[src/rtl/hdlc_addr_pkg.sv]
package hdlc_addr_pkg;
    localparam int BYTE_W    = 8;
    localparam int NUM_HI    = 3;
    localparam int NUM_LO    = 2;
    localparam int NUM_PAIRS = NUM_HI * NUM_LO;
    localparam int IDX_W     = $clog2(NUM_PAIRS);

    typedef struct packed {
        logic              in_frame;
        logic              got_hi;
        logic              done;
        logic              accept;
        logic              auto_f;
        logic              cr;
        logic [IDX_W-1:0]  idx;
        logic [BYTE_W-1:0] hi_byte;
    } filt_state_t;
endpackage

[src/rtl/hdlc_addr_cmp.sv]
module hdlc_addr_cmp #(
    parameter int W = 8
) (
    input  logic [W-1:0] value,
    input  logic [W-1:0] ref_val,
    input  logic [W-1:0] dc_mask,
    output logic         hit
);
    // A don't-care bit always matches.
    assign hit = (((value ^ ref_val) & ~dc_mask) == '0);
endmodule

[src/rtl/hdlc_addr_match.sv]
module hdlc_addr_match
    import hdlc_addr_pkg::*;
#(
    parameter int          W          = BYTE_W,
    parameter logic [W-1:0] GROUP_ADDR = 8'hFE,
    parameter int          CR_BIT     = 1
) (
    input  logic             two_byte,
    input  logic             cr_ignore,
    input  logic [W-1:0]     hi_byte,
    input  logic [W-1:0]     lo_byte,
    input  logic [W-1:0]     hi1,
    input  logic [W-1:0]     hi2,
    input  logic [W-1:0]     lo1,
    input  logic [W-1:0]     lo2,
    input  logic [W-1:0]     hi_mask,
    input  logic [W-1:0]     lo_mask,
    output logic             hit,
    output logic [IDX_W-1:0] idx,
    output logic             cr
);
    logic [W-1:0]         crm;
    logic [W-1:0]         hi_ref [NUM_HI];
    logic [W-1:0]         hi_dc  [NUM_HI];
    logic [W-1:0]         lo_ref [NUM_LO];
    logic [W-1:0]         lo_dc  [NUM_LO];
    logic [NUM_HI-1:0]    hi_hit;
    logic [NUM_LO-1:0]    lo_hit;
    logic [NUM_PAIRS-1:0] pair_hit;

    always_comb begin
        crm       = cr_ignore ? (W'(1) << CR_BIT) : '0;
        hi_ref[0] = hi1;
        hi_ref[1] = hi2;
        hi_ref[2] = GROUP_ADDR;
        hi_dc[0]  = hi_mask | crm;
        hi_dc[1]  = hi_mask | crm;
        hi_dc[2]  = crm;
        lo_ref[0] = lo1;
        lo_ref[1] = lo2;
        lo_dc[0]  = lo_mask;
        lo_dc[1]  = lo_mask;
    end

    for (genvar g = 0; g < NUM_HI; g++) begin : g_hi
        hdlc_addr_cmp #(.W(W)) u_cmp (
            .value  (hi_byte),
            .ref_val(hi_ref[g]),
            .dc_mask(hi_dc[g]),
            .hit    (hi_hit[g])
        );
    end

    for (genvar g = 0; g < NUM_LO; g++) begin : g_lo
        hdlc_addr_cmp #(.W(W)) u_cmp (
            .value  (lo_byte),
            .ref_val(lo_ref[g]),
            .dc_mask(lo_dc[g]),
            .hit    (lo_hit[g])
        );
    end

    for (genvar p = 0; p < NUM_PAIRS; p++) begin : g_pair
        assign pair_hit[p] = hi_hit[p / NUM_LO] & lo_hit[p % NUM_LO];
    end

    always_comb begin
        hit = 1'b0;
        idx = '0;
        cr  = 1'b0;
        if (two_byte) begin
            // Descending scan: the lowest matching pair is written last.
            for (int p = NUM_PAIRS - 1; p >= 0; p--) begin
                if (pair_hit[p]) begin
                    hit = 1'b1;
                    idx = IDX_W'(p);
                end
            end
            cr = cr_ignore & hi_byte[CR_BIT];
        end else begin
            hit = |lo_hit;
            idx = lo_hit[0] ? '0 : IDX_W'(1);
            cr  = lo_hit[0];
        end
    end
endmodule

[src/rtl/hdlc_addr_filter.sv]
module hdlc_addr_filter
    import hdlc_addr_pkg::*;
#(
    parameter int W = BYTE_W
) (
    input  logic             clk,
    input  logic             rst_n,
    input  logic             rx_sof,
    input  logic             rx_valid,
    input  logic [W-1:0]     rx_byte,
    input  logic             rx_eof,
    input  logic             cfg_two_byte,
    input  logic             cfg_cr_ignore,
    input  logic [W-1:0]     cfg_hi1,
    input  logic [W-1:0]     cfg_hi2,
    input  logic [W-1:0]     cfg_lo1,
    input  logic [W-1:0]     cfg_lo2,
    input  logic [W-1:0]     cfg_hi_mask,
    input  logic [W-1:0]     cfg_lo_mask,
    output logic             addr_done,
    output logic             addr_accept,
    output logic             addr_auto,
    output logic             addr_cr,
    output logic [IDX_W-1:0] addr_idx,
    output logic             out_valid,
    output logic [W-1:0]     out_byte
);
    filt_state_t      st_d, st_q;
    logic             m_hit;
    logic [IDX_W-1:0] m_idx;
    logic             m_cr;

    hdlc_addr_match #(.W(W)) u_match (
        .two_byte (cfg_two_byte),
        .cr_ignore(cfg_cr_ignore),
        .hi_byte  (st_q.hi_byte),
        .lo_byte  (rx_byte),
        .hi1      (cfg_hi1),
        .hi2      (cfg_hi2),
        .lo1      (cfg_lo1),
        .lo2      (cfg_lo2),
        .hi_mask  (cfg_hi_mask),
        .lo_mask  (cfg_lo_mask),
        .hit      (m_hit),
        .idx      (m_idx),
        .cr       (m_cr)
    );

    always_comb begin
        st_d = st_q;
        if (rx_sof) begin
            st_d          = '0;
            st_d.in_frame = 1'b1;
        end else if (st_q.in_frame) begin
            if (rx_valid && !st_q.done) begin
                if (cfg_two_byte && !st_q.got_hi) begin
                    st_d.got_hi  = 1'b1;
                    st_d.hi_byte = rx_byte;
                end else begin
                    st_d.done   = 1'b1;
                    st_d.accept = m_hit;
                    st_d.auto_f = m_hit && (m_idx == '0);
                    st_d.cr     = m_hit & m_cr;
                    st_d.idx    = m_hit ? m_idx : '0;
                end
            end
            if (rx_eof) begin
                st_d.in_frame = 1'b0;
                if (!st_d.done) begin
                    st_d.done   = 1'b1;
                    st_d.accept = 1'b0;
                    st_d.auto_f = 1'b0;
                    st_d.cr     = 1'b0;
                    st_d.idx    = '0;
                end
            end
        end
    end

    always_ff @(posedge clk or negedge rst_n) begin
        if (!rst_n) st_q <= '0;
        else        st_q <= st_d;
    end

    assign addr_done   = st_q.done;
    assign addr_accept = st_q.accept;
    assign addr_auto   = st_q.auto_f;
    assign addr_cr     = st_q.cr;
    assign addr_idx    = st_q.idx;
    assign out_valid   = rx_valid && !rx_sof && st_q.in_frame && st_q.done && st_q.accept;
    assign out_byte    = rx_byte;
endmodule

[config.mk]
export PLATFORM = sky130hd
export DESIGN_NAME = hdlc_addr_filter
export DESIGN_NICKNAME = d
export VERILOG_FILES = /design/src/rtl/hdlc_addr_pkg.sv /design/src/rtl/hdlc_addr_cmp.sv /design/src/rtl/hdlc_addr_match.sv /design/src/rtl/hdlc_addr_filter.sv
export SDC_FILE = /design/constraint.sdc
export NUM_CORES = 1
export LEC_CHECK = 0
export BUFFER_PORTS_ARGS = -buffer_cell sky130_fd_sc_hd__buf_4
export CORE_AREA = 2 2 72 54
export CTS_CLUSTER_SIZE = 30
export DETAILED_ROUTE_END_ITERATION = 12
export DIE_AREA = 0 0 74 56
export GPL_TIMING_DRIVEN = 0
export PLACE_DENSITY = 0.76
export SLEW_MARGIN = 0
export SYNTH_ARGS = -nofsm -noshare
export SYNTH_HDL_FRONTEND = slang
export SYNTH_SLANG_ARGS = --single-unit
export TNS_END_PERCENT = 100
[constraint.sdc]
create_clock -name clk -period 1.7 [get_ports clk]
set_input_delay 0.34 -clock clk [delete_from_list [all_inputs] [get_ports clk]]
set_output_delay 0.34 -clock clk [all_outputs]
set_load 0.05 [all_outputs]
Word level (Yosys, flattened, before mapping)
Cells that the tools add are included.

Multiplexer cells: 29. Bitwise gates (word level): 22. Reduce and logical (&&, ||, !) cells: 21.

Operators with widths (number): 16-bit 2-to-1 mux (3); 8-bit bitwise AND (5); 8-bit logical NOT (5); 17-bit 2-to-1 mux (2); 8-bit XOR (4); 3-bit 2-to-1 mux (8); 8-bit NOT (3); 7-bit 2-to-1 mux (2); 1-bit 2-to-1 mux (11); 1-bit bitwise AND (8); 8-bit 2-to-1 mux (1); 8-bit OR (1); 1-bit logical AND (7); 7-bit NOT (1); 6-bit 2-to-1 mux (1); 2-bit nonzero test (3); 1-bit logical NOT (3); 3-bit logical NOT (1); 3-bit AND reduction (1); 2-bit 2-to-1 mux (1); 2-bit OR reduction (1).

Word-level logic and storage cells: 80. Register bits: 17. Output and inout port bits: 16. Input port bits: 63.

Logic depth before layout (Yosys ltp)
Gate-level depths: netlist (run 1).

Depth in word-level cells: 22. Depth in mapped cells: 6. Mapped depth without buffers: 6.

By module
Synthesis (run 1) repeated with hierarchy kept, for this count alone.

Cells, all modules: 155. Area total of the unflattened synthesis: 1435.1 µm².

By module, submodules not included: hdlc_addr_filter (cells an instance 77, instances 1, sequential area each 425.4 µm², area an instance 812.0 µm²); hdlc_addr_cmp (cells an instance 13, instances 5, sequential area each 0.0 µm², area an instance 107.6 µm²); hdlc_addr_match (cells an instance 13, instances 1, sequential area each 0.0 µm², area an instance 85.1 µm²).

Worst setup path before layout (run 1)
Ideal clock, no wire load.

Kind: register to output. From: register st_q, in the netlist addr_done. To: output out_valid. Slack: -0.611 ns. Cell stages (with the launch flop): 3. Data required time: 1.360 ns. Arrival: 1.971 ns. Buffers on the path: 0. Cell sequence: dfrtp_1 nand3_1 nor3b_1.

Cells in the longest elaborated chain, start to end: 2.

Ends and longest elaborated chain: start: declaration (line hdlc_addr_filter.sv:28) `filt_state_t st_d, st_q;`; start signal: assignment (line hdlc_addr_filter.sv:82) `else st_q <= st_d;`; 1-bit logical AND (2 in a row) (line hdlc_addr_filter.sv:90) `assign out_valid = rx_valid && !rx_sof && st_q.in_frame && st_q.done && st_q.accept;`; end: declaration (line hdlc_addr_filter.sv:25) `output logic out_valid,`.

Every way passes these cells.

Worst setup path in the final report (run 1)
From: register st_q[7] in the netlist's numbering. To: register st_q, in the netlist addr_cr.

Cells in the longest elaborated chain, start to end: 20. Elaborated cells between the ends (all ways): 31. Classes of those cells: 15 x mux; 13 x bitwise; 3 x reduce/logical.

Ends and longest elaborated chain: 7-bit NOT (no source line); 8-bit bitwise AND (line hdlc_addr_cmp.sv:10) `assign hit = (((value ^ ref_val) & ~dc_mask) == '0);`; 8-bit logical NOT (line hdlc_addr_cmp.sv:10); 1-bit bitwise AND (line hdlc_addr_match.sv:64) `assign pair_hit[p] = hi_hit[p / NUM_LO] & lo_hit[p % NUM_LO];`; 1-bit 2-to-1 mux (5 in a row) (line hdlc_addr_match.sv:74) `if (pair_hit[p]) begin`; 1-bit 2-to-1 mux * (line hdlc_addr_match.sv:74); 1-bit 2-to-1 mux * (line hdlc_addr_match.sv:71) `if (two_byte) begin`; 1-bit bitwise AND * (line hdlc_addr_filter.sv:63) `st_d.cr = m_hit & m_cr;`; 7-bit 2-to-1 mux * (line hdlc_addr_filter.sv:56) `if (cfg_two_byte && !st_q.got_hi) begin`; 16-bit 2-to-1 mux * (line hdlc_addr_filter.sv:55) `if (rx_valid && !st_q.done) begin`; 16-bit 2-to-1 mux * (line hdlc_addr_filter.sv:54) `end else if (st_q.in_frame) begin`; 16-bit 2-to-1 mux * (line hdlc_addr_filter.sv:51) `if (rx_sof) begin`; 6-bit 2-to-1 mux (line hdlc_addr_filter.sv:69) `if (!st_d.done) begin`; 7-bit 2-to-1 mux * (line hdlc_addr_filter.sv:67) `if (rx_eof) begin`; 17-bit 2-to-1 mux * (line hdlc_addr_filter.sv:54); 17-bit 2-to-1 mux * (line hdlc_addr_filter.sv:51).

Mark *: on every way between the ends. The rest lies on a longest branch, timed or not. The select of a mux whose other input is x is not followed. A chain may end at the register's enable or synchronous reset.

==> out/summary.txt, run 1 <==
Slew Limit Headroom = 64.3%
Syn Inst Count = 138
clk_skew = 0.00175 ns
DRC = 0
Skew-Pair Late Insertion Delay = 0.25 ns
IO Pins = 79
Die X = 74 µm
grt met3 use = 5.98%
ant diodes = 0
Mean Syn Cell Area = 9.33 µm²
global-route track usage on met2 = 28.7%
grt total ovfl = 0
PortBufs = 78
Max Root-Sink Buffers = 2
Pleak = 0.980 nW
Crit Path Category = flop to flop
syn nets = 201
RSZ-0062 raised after global routing = true
Routed WL = 3720 µm
Placer Congestion = 0.876
Starting Density = 37.9%
Final Critical Period = 1.72 ns
area of the mapped netlist = 1290 µm²
Max VDD drop = 0.446 mV
DR vias/cell = 4.88
status = complete, but fails checks
max_cap viols = 0
initial antenna violation count = 0
Slew Viols, Final = 0
Final #Nets = 291
Initial DRC Count = 93
row cnt = 18
CTS tree = built
Yosys cell types = 32
failing checks = negative setup slack
Least-Margin Pin Slew = 0.535 ns
clk root buf = clkbuf_8
met1 global-route usage = 26.7%
Crit. End Element = flop
min-delay worst type = primary input to flop
first-pass GRT wire length = 6150 µm
gr usage total = 19.0%
grt peak-use layer = met2
clock slew at reported path FFs = 0.07 ns
Vias = 1,353
Cells after DPL = 266
P&R area growth vs syn = 59.2%
setup TNS = -0.0242 ns
Fin Hold WS = 0.320 ns
crit path launch type = flop
H-tree levels = 1
layout cells sized above 1 = 46.3%
vias in the first global route = 1,327
number of synthesized register bits = 17
fmax = 0.580 GHz
Synth warnings = 0
largest fanout on the critical path = 4
Clock Sinks = 17
die extent in y = 56 µm
CTS buffer count = 3
WL per Instance = 13.4 µm
final setup violation count = 1
post-route insts no fill = 277
Post-DRT Antenna Nets = 0
First-pass DRT Iterations = 4
largest net degree at the start of global routing = 18
Core Area = 3400 µm²
Setup WS post-layout = -0.0242 ns
die footprint = 4140 µm²
critical path required time = 1.88 ns
Fin. Hold Viols = 0
Critical Path AT = 1.90 ns
power per cell area = 565 nW/µm²
sequential-to-total area share from yosys stat = 33.0%
DP Wirelength = 3040 µm
Final Cycle Share = 101%
## path summary, 6_finish.rpt
| kind | cells after the start | start | to | slack, ns |
|---|---|---|---|---|
| worst max-delay path | 6 | st_q[7] | addr_cr | -0.02 |
| worst max register to register | 6 | st_q[7] | addr_cr | -0.02 |
| max in group asynchronous | 2 | rst_n | st_q[3] | 1.01 |
| worst min register to register | 2 | addr_idx[1] | addr_idx[1] | 0.49 |
| min in group asynchronous | 2 | rst_n | addr_cr | 0.48 |
| worst min-delay path | 2 | rx_sof | st_q[16] | 0.32 |
## layer usage
layer / part of all wire, % / routed length (µm)
met3: 7.9 / 293
met1: 47 / 1740
met2: 44 / 1650
met4: 1.1 / 41
met5: 0 / 0
## worst max-delay path, cell delays in order (launching register included)
cell,delay (ns)
dfrtp_1,0.43
xnor2_1,0.17
o22ai_1,0.12
o41ai_2,0.46
inv_1,0.11
a31o_1,0.21
o21ai_1,0.14
## logic make-up (layout without fill, tap and decap cells)
group / Yosys count / in the layout / share of synthesized area [%]
AO/OA/AOI/OAI: 31 / 31 / 17.8
XOR/XNOR: 32 / 32 / 21.8
buffers and inverters: 17 / 106 / 8.16
flip-flops: 17 / 17 / 33.0
multiplexers: 8 / 8 / 6.22
AND/OR/NAND/NOR: 33 / 33 / 13.0
## power breakdown
| group | total (mW) | switching (mW) | internal [mW] | leakage, nW |
|---|---|---|---|---|
| registers | 0.435 | 0.0168 | 0.418 | 0.228 |
| logic | 0.420 | 0.195 | 0.225 | 0.730 |
| clock network | 0.303 | 0.137 | 0.166 | 0.0228 |
## cells in the mapped netlist
master,n,area (µm²)
nor2_1,14,52.6
mux2i_1,8,80.1
nand2_1,6,22.5
a211oi_1,1,7.51
inv_1,5,18.8
a21o_1,1,7.51
nor4_2,1,12.5
o22ai_1,13,81.3
nand3_1,3,15.0
o21ai_0,1,5.00
dfrtp_1,17,425
nor4_1,1,6.26
o32a_1,1,10.0
a31o_1,1,8.76
o32ai_1,1,8.76
nor3b_1,1,7.51
o31ai_1,1,7.51
clkbuf_1,1,3.75
o221ai_2,1,15.0
nor3_1,1,5.00
nand4b_1,1,8.76
a32o_1,3,30.0
nand2b_1,1,6.26
o21ai_1,2,10.0
or3_4,1,11.3
xnor2_1,32,280
nand3b_1,1,7.51
nor2b_1,2,12.5
o41ai_2,1,16.3
a21oi_1,3,15.0
a31oi_1,1,6.26
buf_4,11,82.6
## layout by cell type (no fill, tap or decap), drive strengths merged
| cell | instances |
|---|---|
| buf | 95 |
| xnor2 | 32 |
| dfrtp | 17 |
| nor2 | 14 |
| o22ai | 13 |
| mux2i | 8 |
| nand2 | 6 |
| inv | 5 |
| clkbuf | 5 |
| nand3 | 3 |
| a21oi | 3 |
| a32o | 3 |
| o21ai | 3 |
| nor2b | 2 |
| nor4 | 2 |
| nor3b | 1 |
| a21o | 1 |
| nand2b | 1 |
| o32ai | 1 |
| o41ai | 1 |
| nand4b | 1 |
| nor3 | 1 |
| o32a | 1 |
| o221ai | 1 |
| or3 | 1 |
| nand3b | 1 |
| a31o | 1 |
| a31oi | 1 |
| o31ai | 1 |
| a211oi | 1 |
| dlygate4sd3 | 1 |
## per-stage QoR
step           utilization (%)  instance area [µm²]  setup slack (ns)  total power [mW]
6_report                  60.3                 2050           -0.0242              1.16
5_1_grt                   60.3                 2050           -0.0868              1.22
4_1_cts                   60.2                 2050            0.0142              1.17
3_5_place_dp              57.3                 1950            -0.151             0.851
3_3_place_gp              57.3                 1950            -0.170             0.846
2_1_floorplan                -                 1300            0.0394             0.655
## final cells by class
cell class	count	area (µm²)
Buffer	12	86.3
Clock buffer	4	45.0
Fill cell	325	1350
Inverter	5	18.8
Multi-Input combinational cell	104	768
Sequential cell	17	428
Tap cell	50	62.6
Timing Repair Buffer	85	641
## flip-flops by register name, summed over array words and instances (netlist names)
name and cells:
st_q 10, addr_accept 1, addr_done 1, addr_auto 1, addr_cr 1, addr_idx 3
## what timing repair did
action / 4_1_cts / 5_1_grt
pin swaps: 4 / 3
gates resized for setup: 0 / 1
hold buffers: 1 / 0
endpoints found under the setup margin: 2 / 5
hold endpoints to repair: 17 / 0
buffers inserted: 6 / 0
Power figures use the tool's default switching activity.
==> inputs of run 2 (changes only) <==
--- a/config.mk
+++ b/config.mk
@@ -12,6 +12,7 @@
 export DIE_AREA = 0 0 74 56
 export GPL_TIMING_DRIVEN = 0
 export PLACE_DENSITY = 0.76
+export SKIP_CTS_REPAIR_TIMING = 1
 export SLEW_MARGIN = 0
 export SYNTH_ARGS = -nofsm -noshare
 export SYNTH_HDL_FRONTEND = slang
==> run 2 against run 1 <==
Against the previous run: the flow now finishes without violations; core utilization shrank 0.40 points; largest cell class unchanged; setup slack improved by 0.064 ns; routed wire length down 3.2%; global-route usage shrank 0.74 points; cell count shrank 1.8%; maximum frequency up 3.8%.
==> out/summary.txt, run 2 (same netlist as run 1, synthesis figures left out) <==
status = completed
P&R area growth vs syn = 58.1%
RSZ-0062 raised after global routing = true
Least-Margin Pin Slew = 0.540 ns (+0.00458 ns)
die extent in y = 56 µm (unchanged)
power per cell area = 569 nW/µm² (+0.71%)
WL per Instance = 13.2 µm (-1.4%)
slowest stage delay, CP = 0.44 ns (-0.02 ns)
reg2reg path depth = 6 (unchanged)
clk root buf = clkbuf_8
Top delay family on crit path = compound AO/OA/AOI/OAI gates
Slowest-stage cell, CP = dfrtp_1
ant diodes = 0 (unchanged)
Routed WL = 3600 µm (-3.2%)
crit path launch type = flop
hold_sp = rx_sof
max FFs per register = 10 (unchanged)
NetSw = 350 µW (+0.45%)
Skew-Pair Late Insertion Delay = 0.25 ns (about the same)
clock slew at reported path FFs = 0.06 ns (about the same)
CTS buffer count = 3 (unchanged)
Critical Path AT = 1.80 ns (-0.10 ns)
Logic pwr share = 36.0% (-0.3 points)
Top reg by flops = st_q
post-route insts no fill = 272 (-1.8%)
r2r startpoint = st_q[7]
Pleak = 0.959 nW (-2.2%)
Min-Delay Endpoint = st_q[16]
H-tree levels = 1 (unchanged)
max_cap viols = 0 (unchanged)
Max VDD drop = 0.416 mV (-6.7%)
initial antenna violation count = 0 (unchanged)
clock share of power = 26.3% (about the same)
First-pass DRT Iterations = 4 (unchanged)
hold depth = 2 (unchanged)
clk_skew = 0.00140 ns (-0.000351 ns)
DRC = 0 (unchanged)
Die X = 74 µm (unchanged)
largest fanout on the critical path = 4 (unchanged)
Starting Density = 37.9% (unchanged)
Post-DRT Antenna Nets = 0 (unchanged)
most common cell after layout, fill and taps aside = buf_4
Clock Sinks = 17 (unchanged)
final setup violation count = 0 (-1)
Slew Viols, Final = 0 (unchanged)
min-delay worst type = primary input to flop
Fin Hold WS = 0.317 ns (-0.00240 ns)
PortBufs = 78 (unchanged)
Crit Reg-Reg Endpoint = addr_idx[2]
Slew Limit Headroom = 64.0% (-0.31 points)
Fin. Hold Viols = 0 (unchanged)
row cnt = 18 (unchanged)
Initial DRC Count = 62 (-33%)
largest net degree at the start of global routing = 18 (unchanged)
Cells after DPL = 266 (unchanged)
most frequent cells in the layout = 90 x buf_4, 30 x xnor2_1, 14 x nor2_1
Crit. End Element = flop
crit path cell chain = xnor2_1 > o22ai_1 > o41ai_2 > buf_4 > nor2_1 > a32o_1
DP Wirelength = 3040 µm (unchanged)
Switching Fraction = 30.2% (+0.12 points)
DR vias/cell = 4.81 (-1.5%)
Core Area = 3400 µm² (unchanged)
critical path required time = 1.84 ns (-0.04 ns)
Final #Nets = 286 (-1.7%)
first-pass GRT wire length = 5920 µm (-3.7%)
fmax = 0.602 GHz (+3.8%)
vias in the first global route = 1,264 (-4.7%)
Crit Path Category = flop to flop
Design Power = 1.16 mW (about the same)
layout cells sized above 1 = 47.7% (+1.5 points)
sequential power share = 37.7% (about the same)
setup TNS = 0 ns (+0.0242 ns)
CTS tree = built
reg-to-reg setup timing slack = 0.04 ns (+0.06 ns)
Final Critical Period = 1.66 ns (-0.0636 ns)
Max Root-Sink Buffers = 2 (unchanged)
cell-internal power = 808 µW (-0.14%)
worst path bufs/invs = 1 (unchanged)
Placer Congestion = 0.876 (unchanged)
die footprint = 4140 µm² (unchanged)
Critical Path Stages = 6 (unchanged)
IO Pins = 79 (unchanged)
gr usage total = 18.2% (-0.74 points)
grt total ovfl = 0 (unchanged)
Vias = 1,308 (-3.3%)
Final Cycle Share = 97.7% (-3.7 points)
run 2: worst max path at each step:
| stage | from | endpoint | slack (ns) |
|---|---|---|---|
| 5_1_grt | st_q[2] | addr_cr | -0.03 |
| 4_1_cts | st_q[2] | addr_cr | -0.07 |
| 3_5_place_dp | rx_byte[4] | addr_cr | -0.15 |
| 3_3_place_gp | rx_byte[4] | addr_cr | -0.17 |
| 6_report | st_q[7] | addr_idx[2] | 0.04 |
| 2_1_floorplan | addr_accept | out_valid | 0.04 |
run 2: layer usage:
layer / share of wire (%) / GRT usage [%] / up-vias
met4: 0.31 / 1.82 / 0
met2: 45 / 28.2 / 62
met5: 0 / 0 / -
li1: - / - / 652
met3: 9.6 / 5.80 / 2
met1: 45 / 25.7 / 592
run 2: cell type report:
type                       count  area (µm²)
multi-input combinational    104         790
sequential                    17         430
inverter                       5        18.8
clock buffer                   4        45.0
timing repair buffer          80         603
buffer                        12        86.3
fill                         328        1370
tap                           50        62.6
run 2: power by group through the flow:
stage / logic (mW) / registers, mW / clock network [mW]
3_3_place_gp: 0.403 / 0.443 / 0
3_5_place_dp: 0.408 / 0.443 / 0
2_1_floorplan: 0.207 / 0.448 / 0
4_1_cts: 0.409 / 0.436 / 0.309
5_1_grt: 0.452 / 0.439 / 0.329
6_report: 0.417 / 0.437 / 0.305
run 2: stage by stage:
stage                     area [µm²]  util (%)  setup WS [ns]
after floorplan                 1300         -         0.0394
after global placement          1950      57.3         -0.170
after detailed placement        1950      57.3         -0.151
after CTS                       1990      58.6        -0.0747
after global routing            2040      59.9        -0.0316
final                           2040      59.9         0.0394
run 2: worst register-to-register path: stages (launching register included):
cell and delay (ns):
dfrtp_1 0.44, xnor2_1 0.17, o22ai_1 0.12, o41ai_2 0.34, buf_4 0.18, nor2_1 0.05, a32o_1 0.26
